<file path="src/rtl/pwr_mode_pkg.sv">
package pwr_mode_pkg;

    typedef enum logic [1:0] {
        MODE_RUN   = 2'b00,
        MODE_IDLE  = 2'b01,
        MODE_PDOWN = 2'b10
    } pwr_mode_e;

    localparam int BIT_IDL  = 0;
    localparam int BIT_PD   = 1;
    localparam int BIT_GF0  = 2;
    localparam int BIT_GF1  = 3;
    localparam int BIT_SMOD = 7;

    typedef struct packed {
        logic       smod;
        logic [1:0] gf;
        logic       pd;
        logic       idl;
    } ctl_reg_t;

    // Power-down outranks idle when both arrive in one write.
    function automatic ctl_reg_t decode_write(input logic [7:0] d);
        ctl_reg_t r;
        r.smod = d[BIT_SMOD];
        r.gf   = {d[BIT_GF1], d[BIT_GF0]};
        r.pd   = d[BIT_PD];
        r.idl  = d[BIT_IDL] & ~d[BIT_PD];
        return r;
    endfunction

    function automatic logic [7:0] pack_reg(input ctl_reg_t r);
        return {r.smod, 3'b000, r.gf, r.pd, r.idl};
    endfunction

endpackage

</file>
<file path="src/rtl/pwr_rst_qual.sv">
module pwr_rst_qual #(
    parameter int LEN = 24
) (
    input  logic clk,
    input  logic rst,
    input  logic ext_rst,
    output logic qual_rst
);
    localparam int CW = $clog2(LEN + 1);
    localparam logic [CW-1:0] CNT_MAX = CW'(LEN);

    logic [CW-1:0] cnt;

    always_ff @(posedge clk) begin
        if (rst || !ext_rst) begin
            cnt <= '0;
        end else if (cnt != CNT_MAX) begin
            cnt <= cnt + 1'b1;
        end
    end

    assign qual_rst = (cnt == CNT_MAX);
endmodule

</file>
<file path="src/rtl/pwr_ctl_reg.sv">
module pwr_ctl_reg
    import pwr_mode_pkg::*;
#(
    parameter int              ADDR_W   = 8,
    parameter logic [ADDR_W-1:0] CTL_ADDR = 8'h87
) (
    input  logic              clk,
    input  logic              rst,
    input  logic              clr,
    input  logic              irq_pend,
    input  logic [ADDR_W-1:0] sfr_addr,
    input  logic              sfr_wr,
    input  logic [7:0]        sfr_wdata,
    output logic [7:0]        sfr_rdata,
    output ctl_reg_t          reg_q
);
    logic hit;
    logic running;

    assign hit     = (sfr_addr == CTL_ADDR);
    assign running = ~(reg_q.pd | reg_q.idl);

    always_ff @(posedge clk) begin
        if (rst || clr) begin
            reg_q <= '0;
        end else if (sfr_wr && hit && running) begin
            reg_q <= decode_write(sfr_wdata);
        end else if (irq_pend && reg_q.idl && !reg_q.pd) begin
            reg_q.idl <= 1'b0;
        end
    end

    assign sfr_rdata = hit ? pack_reg(reg_q) : 8'h00;
endmodule

</file>
<file path="src/rtl/pwr_gate_dec.sv">
module pwr_gate_dec
    import pwr_mode_pkg::*;
(
    input  ctl_reg_t  reg_q,
    output pwr_mode_e mode,
    output logic      cpu_en,
    output logic      per_en
);
    always_comb begin
        if (reg_q.pd)       mode = MODE_PDOWN;
        else if (reg_q.idl) mode = MODE_IDLE;
        else                mode = MODE_RUN;
    end

    always_comb begin
        case (mode)
            MODE_RUN:  begin cpu_en = 1'b1; per_en = 1'b1; end
            MODE_IDLE: begin cpu_en = 1'b0; per_en = 1'b1; end
            default:   begin cpu_en = 1'b0; per_en = 1'b0; end
        endcase
    end
endmodule

</file>
<file path="src/rtl/pwr_mode_ctl.sv">
module pwr_mode_ctl
    import pwr_mode_pkg::*;
#(
    parameter int                ADDR_W     = 8,
    parameter logic [ADDR_W-1:0] CTL_ADDR   = 8'h87,
    parameter int                OSC_PER_MC = 12,
    parameter int                RST_MC     = 2
) (
    input  logic              clk,
    input  logic              rst,
    input  logic              ext_rst,
    input  logic              irq_pend,
    input  logic [ADDR_W-1:0] sfr_addr,
    input  logic              sfr_wr,
    input  logic [7:0]        sfr_wdata,
    output logic [7:0]        sfr_rdata,
    output logic              cpu_clk_en,
    output logic              per_clk_en,
    output logic [1:0]        pwr_mode,
    output logic              baud_dbl,
    output logic              core_rst
);
    localparam int RST_LEN = OSC_PER_MC * RST_MC;

    ctl_reg_t  reg_q;
    pwr_mode_e mode;

    pwr_rst_qual #(.LEN(RST_LEN)) u_qual (
        .clk      (clk),
        .rst      (rst),
        .ext_rst  (ext_rst),
        .qual_rst (core_rst)
    );

    pwr_ctl_reg #(.ADDR_W(ADDR_W), .CTL_ADDR(CTL_ADDR)) u_reg (
        .clk       (clk),
        .rst       (rst),
        .clr       (core_rst),
        .irq_pend  (irq_pend),
        .sfr_addr  (sfr_addr),
        .sfr_wr    (sfr_wr),
        .sfr_wdata (sfr_wdata),
        .sfr_rdata (sfr_rdata),
        .reg_q     (reg_q)
    );

    pwr_gate_dec u_dec (
        .reg_q  (reg_q),
        .mode   (mode),
        .cpu_en (cpu_clk_en),
        .per_en (per_clk_en)
    );

    assign pwr_mode = mode;
    assign baud_dbl = reg_q.smod;
endmodule

</file>
<file path="config.mk">
export PLATFORM = sky130hd
export DESIGN_NAME = pwr_mode_ctl
export DESIGN_NICKNAME = d
export VERILOG_FILES = /design/src/rtl/pwr_mode_pkg.sv /design/src/rtl/pwr_rst_qual.sv /design/src/rtl/pwr_ctl_reg.sv /design/src/rtl/pwr_gate_dec.sv /design/src/rtl/pwr_mode_ctl.sv
export SDC_FILE = /design/constraint.sdc
export NUM_CORES = 1
export LEC_CHECK = 0
export BUFFER_PORTS_ARGS = -buffer_cell sky130_fd_sc_hd__buf_2
export CORE_UTILIZATION = 44
export DETAILED_ROUTE_END_ITERATION = 10
export PLACE_DENSITY_LB_ADDON = 0.25
export SLEW_MARGIN = 15
export SYNTH_ARGS = -nofsm -noshare
export SYNTH_HDL_FRONTEND = slang
export SYNTH_SLANG_ARGS = --single-unit
export TNS_END_PERCENT = 1
</file>
<file path="constraint.sdc">
create_clock -name clk -period 2.7 [get_ports clk]
set_input_delay 0.135 -clock clk [delete_from_list [all_inputs] [get_ports clk]]
set_output_delay 0.135 -clock clk [all_outputs]
set_load 0.005 [all_outputs]
</file>
; Yosys cells after proc, flatten, opt, wreduce, memory -nomap -nowiden
; Index checks and enable logic that the tools add are counted.
[classes]
addsub = 1
n_mul = 0
div = 0
magnitude_cmp = 0
eq_ne = 4
shifts = 0
muxes = 7
bitwise_logic = 4
reduce_logical = 11
[op_table]
columns = cell, n
row1 = 8-bit equality test (second input constant), 1
row2 = 8-bit two-way mux, 1
row3 = 5-bit by 1-bit adder with 5-bit output (second input constant), 1
row4 = 5-bit equality test (second input constant), 1
row5 = 1-bit two-way mux, 5
row6 = 5-bit inequality test (second input constant), 1
row7 = 1-bit logical AND, 4
row8 = 2-bit by 1-bit equality test with 1-bit output (second input constant), 1
row9 = 1-bit logical NOT, 2
row10 = 2-bit logical NOT, 1
row11 = 1-bit logical OR, 2
row12 = 2-bit two-way mux, 1
row13 = 1-bit NOT, 2
row14 = 2-bit nonzero test, 1
row15 = 2-bit OR reduction, 1
row16 = 1-bit bitwise AND, 1
row17 = 1-bit OR, 1
[totals]
ff_bits = 10
latchBits = 0
ramBits = 0
mem_bits_ro = 0
input_bits = 21
out_inout_bits = 14
elab_cells = 32
n_memories = 0

; Logic depth before layout (Yosys ltp)
[depth]
ltp_word = 5
mapped_depth = 6
ltp_nobuf = 6

; By module
; Synthesis repeated with hierarchy kept, for this count alone.
[hier_totals]
cells_unflattened = 68
hier_area_um2 = 626.9
[by_module_without_submodules]
columns = mod, instances, cells_each, area_per_inst_um2, seq_area_each_um2
row1 = pwr_ctl_reg, 1, 37, 305.3, 100.1
row2 = pwr_rst_qual, 1, 27, 300.3, 100.1
row3 = pwr_gate_dec, 1, 4, 21.3, 0.0

; Worst setup path before layout
; Ideal clock, no wire load.
[synth_timing]
kind = register to register
start = reg u_qual.cnt[0]
end = reg u_qual.cnt[1]
setup_time_ps = 70
t_arrival_ps = 1065
t_required_ps = 2630
setup_slack_ps = 1565
path_stages_with_launch = 7
path_buffers = 0
period_less_slack_ps = 1135
cell_sequence = dfxtp_1 inv_1 ha_1 nand4b_2 inv_1 nand2_1 a21oi_1
[synth_between]
elab_chain_cells = 1
elab_cells_between_ends = 2
classes_between = add/sub: 1 / eq/ne: 1
[synth_lines]
columns = element, line_no
row1 = "start, declared", pwr_rst_qual.sv:12  ; logic [CW-1:0] cnt;
row2 = "start signal, assigned", pwr_rst_qual.sv:18  ; cnt <= cnt + 1'b1;
row3 = 5-bit by 1-bit adder with 5-bit output or 5-bit inequality test (tied branches), "pwr_rst_qual.sv:18, pwr_rst_qual.sv:17"
; Several ways; a longest one is shown, not always the timed one.
; A chain may end at the register's enable or synchronous reset.

; Worst setup path in the final report
[layout_timing]
start = reg u_qual.cnt[0]
end = out core_rst
[layout_between]
elab_chain_cells = 1
[layout_lines]
columns = element, line_no
row1 = 5-bit equality test, pwr_rst_qual.sv:22  ; assign qual_rst = (cnt == CNT_MAX);
row2 = "end, declared", pwr_mode_ctl.sv:21  ; output logic core_rst
; Every way passes these cells.

==> reports/results.txt <==
Status: finished clean
DR iter-0 viols: 4
Antenna viol nets, final: 0
Crit Path Class: reg -> out
Critical Path RT: 2570 ps
Most common cell in the netlist: dfxtp_1
Power Total: 0.312 mW
Leak: 0.399 nW
Stages on worst setup path: 5
Die W: 38.8 um
Slew Viols, Final: 0
Ranking of synthesized cells by area: dfxtp_1, nand3b_1, and3_2
Worst path slowest cell: dfxtp_1
CP cell instances: inv_1 > ha_1 > nand4b_2 > inv_1 > buf_2
Synth area leader: dfxtp_1
Share of the synthesized area in the top cell type: 33.5%
Most frequent cells after synthesis: dfxtp_1, nand3b_1, and3_2, inv_1, nor2_1
Postcts setup bufs: 0
Flop pwr share: 48.3%
Total net switching power: 0.0651 mW
Reg2reg path depth: 6
Number of distinct library cells after synthesis: 28
# IOs: 35
Clk_skew: 1.56 ps
Syn Inst Count: 66
Clk network pwr share: 42.4%
Remaining DRCs: 0
Comb power frac: 9.4%
CP Max Fanout: 9
Core Area: 1190 um^2
Max Clk Rate: 631 MHz
Number of max-cap violations: 0
Worst hold path depth: 2
RSZ-0062 raised after global routing: false
Final WL: 1.16 mm
Overflow after GRT: 0
PortBufs: 28
Worst setup SP type: flip-flop
Num CTS Buffers: 3
Area Growth Syn to Fin: 26.2%
Starting Density: 50.3%
Number of global-route vias before repair: 443
Final Hold Vio Count: 0
Worst min-delay path startpoint: rst
Final setup vio count: 0
Type of destination of the critical path: primary output
Hold EP: u_reg.reg_q[0]
CP top delay family: buffers and inverters
Initial antenna violation count: 0
RR Endpoint: u_qual.cnt[0]
Async S/R FF share, synth: 0%
Yosys warns: 0
Largest net degree at the start of global routing: 10
Die area: 1510 um^2
Worst-case clock buffer depth: 2
Ant diodes: 0
CTS Hold Bufs: 0
Sw Ratio: 20.9%
Seq cells post-synth: 10
Root Buffer: clkbuf_4
Mean Syn Cell Area: 9.04 um^2
Min cycle time layout: 1590 ps
Max stage delay on crit path: 340 ps
Layout cells sized above 1: 41.5%
Final net count: 118
First-pass GRT wire length: 1.74 mm
Ys flop type: dfxtp_1
Post-DP HPWL: 913 um
Data arrival, critical path: 1450 ps
Die Y: 38.8 um
Worst-path clk slew: 70 ps
Via density: 4.95
Syn Std Cell Area: 597 um^2
Post-synth EDFFs: 0
Power Internal: 0.247 mW
FP Rows: 12
Tot GR Track Use: 17.3%
VDD IR max: 316 uV
Setup TNS Final: 0 ps
CP Buf/Inv Count: 3
PD cells: 414 nW/um^2
Htree depth: 1
GP Congestion: 0.680
Most frequent cell on the critical path: inv_1
Tightest Hold Check Type: in -> reg
Final period utilization: 58.7%
Worst hold slack: 136 ps
Via count: 535
DR pass1 iterations: 3
Seq/Total Area, Yosys: 33.5%
Clock tree sinks: 10
Reg2Reg Launch Point: u_qual.cnt[0]
Resized Gates After CTS: 0
TritonCTS clock tree: built
Routed wire per std cell: 10.7 um
Flop-to-flop setup slack: 1390 ps
Worst-Skew Late Latency: 260 ps
## through the flow
| step | area [um^2] | util (%) | std cells | setup slack (ps) |
|---|---|---|---|---|
| finish | 753 | 63.5 | 108 | 1110 |
| global route | 753 | 63.5 | 108 | 1000 |
| CTS | 753 | 63.5 | 108 | 1120 |
| detailed placement | 717 | 60.4 | 104 | 1370 |
| global placement | 717 | 60.4 | 104 | 1410 |
| floorplan | 604 | - | 68 | 1560 |
## layout make-up
class                   count  area (um^2)
clock buffers               4         36.3
fillers                   114          433
inverters                   5         18.8
multi-input cells          47          340
flip-flops and latches     10          200
well taps                  14         17.5
repair buffers             28          140
## cells in the final DEF, fill, tap and decap left out
cell / count
buf_2: 28
dfxtp_1: 10
nand3b_1: 6
inv_1: 5
and3_2: 5
nor2_1: 5
mux2i_1: 3
nor3_1: 3
conb_1: 3
clkbuf_4: 3
nor2b_1: 2
nand2_1: 2
nand3_1: 2
xor2_1: 2
ha_1: 2
nand4b_2: 1
nor4b_4: 1
and4b_1: 1
nor3b_1: 1
and3_1: 1
nand2b_1: 1
xnor2_1: 1
a21oi_1: 1
a41oi_1: 1
o21ai_0: 1
nand4_1: 1
a211oi_1: 1
clkbuf_8: 1
## metal layers
layer | routed length, um | global-route usage (%)
met1 | 513 | 19.6
met2 | 563 | 30.8
met3 | 73 | 3.47
met4 | 9 | 7.76
met5 | 0 | 0
## power groups by stage
stage	clock network [mW]	logic [mW]	registers, mW
after floorplan	0	0.0163	0.154
after global placement	0	0.0280	0.154
after detailed placement	0	0.0294	0.154
after CTS	0.135	0.0296	0.150
after global routing	0.143	0.0332	0.151
final	0.132	0.0292	0.151
## state kept, by name, indices dropped and copies added, names as in the netlist
name and count:
u_qual.cnt 5, u_reg.reg_q 5
## worst max-delay path by stage
stage / start / end / slack, ps
after detailed placement: sfr_addr[5] / u_reg.reg_q[3] / 1370
after floorplan: u_qual.cnt[0] / u_qual.cnt[1] / 1560
after global routing: u_qual.cnt[0] / core_rst / 1000
after CTS: u_qual.cnt[0] / core_rst / 1120
final: u_qual.cnt[0] / core_rst / 1110
after global placement: u_qual.cnt[0] / core_rst / 1410
## cell families after synthesis
logic type / after synthesis / share of synthesized area [%]
buffers and inverters: 11 / 10.7
AO/OA/AOI/OAI: 4 / 4.40
flip-flops: 10 / 33.5
other: 1 / 0.628
AND/OR/NAND/NOR: 32 / 37.1
adder cells (fa/ha/maj): 2 / 4.19
XOR/XNOR: 3 / 4.40
multiplexers: 3 / 5.03
Power figures use the tool's default switching activity.
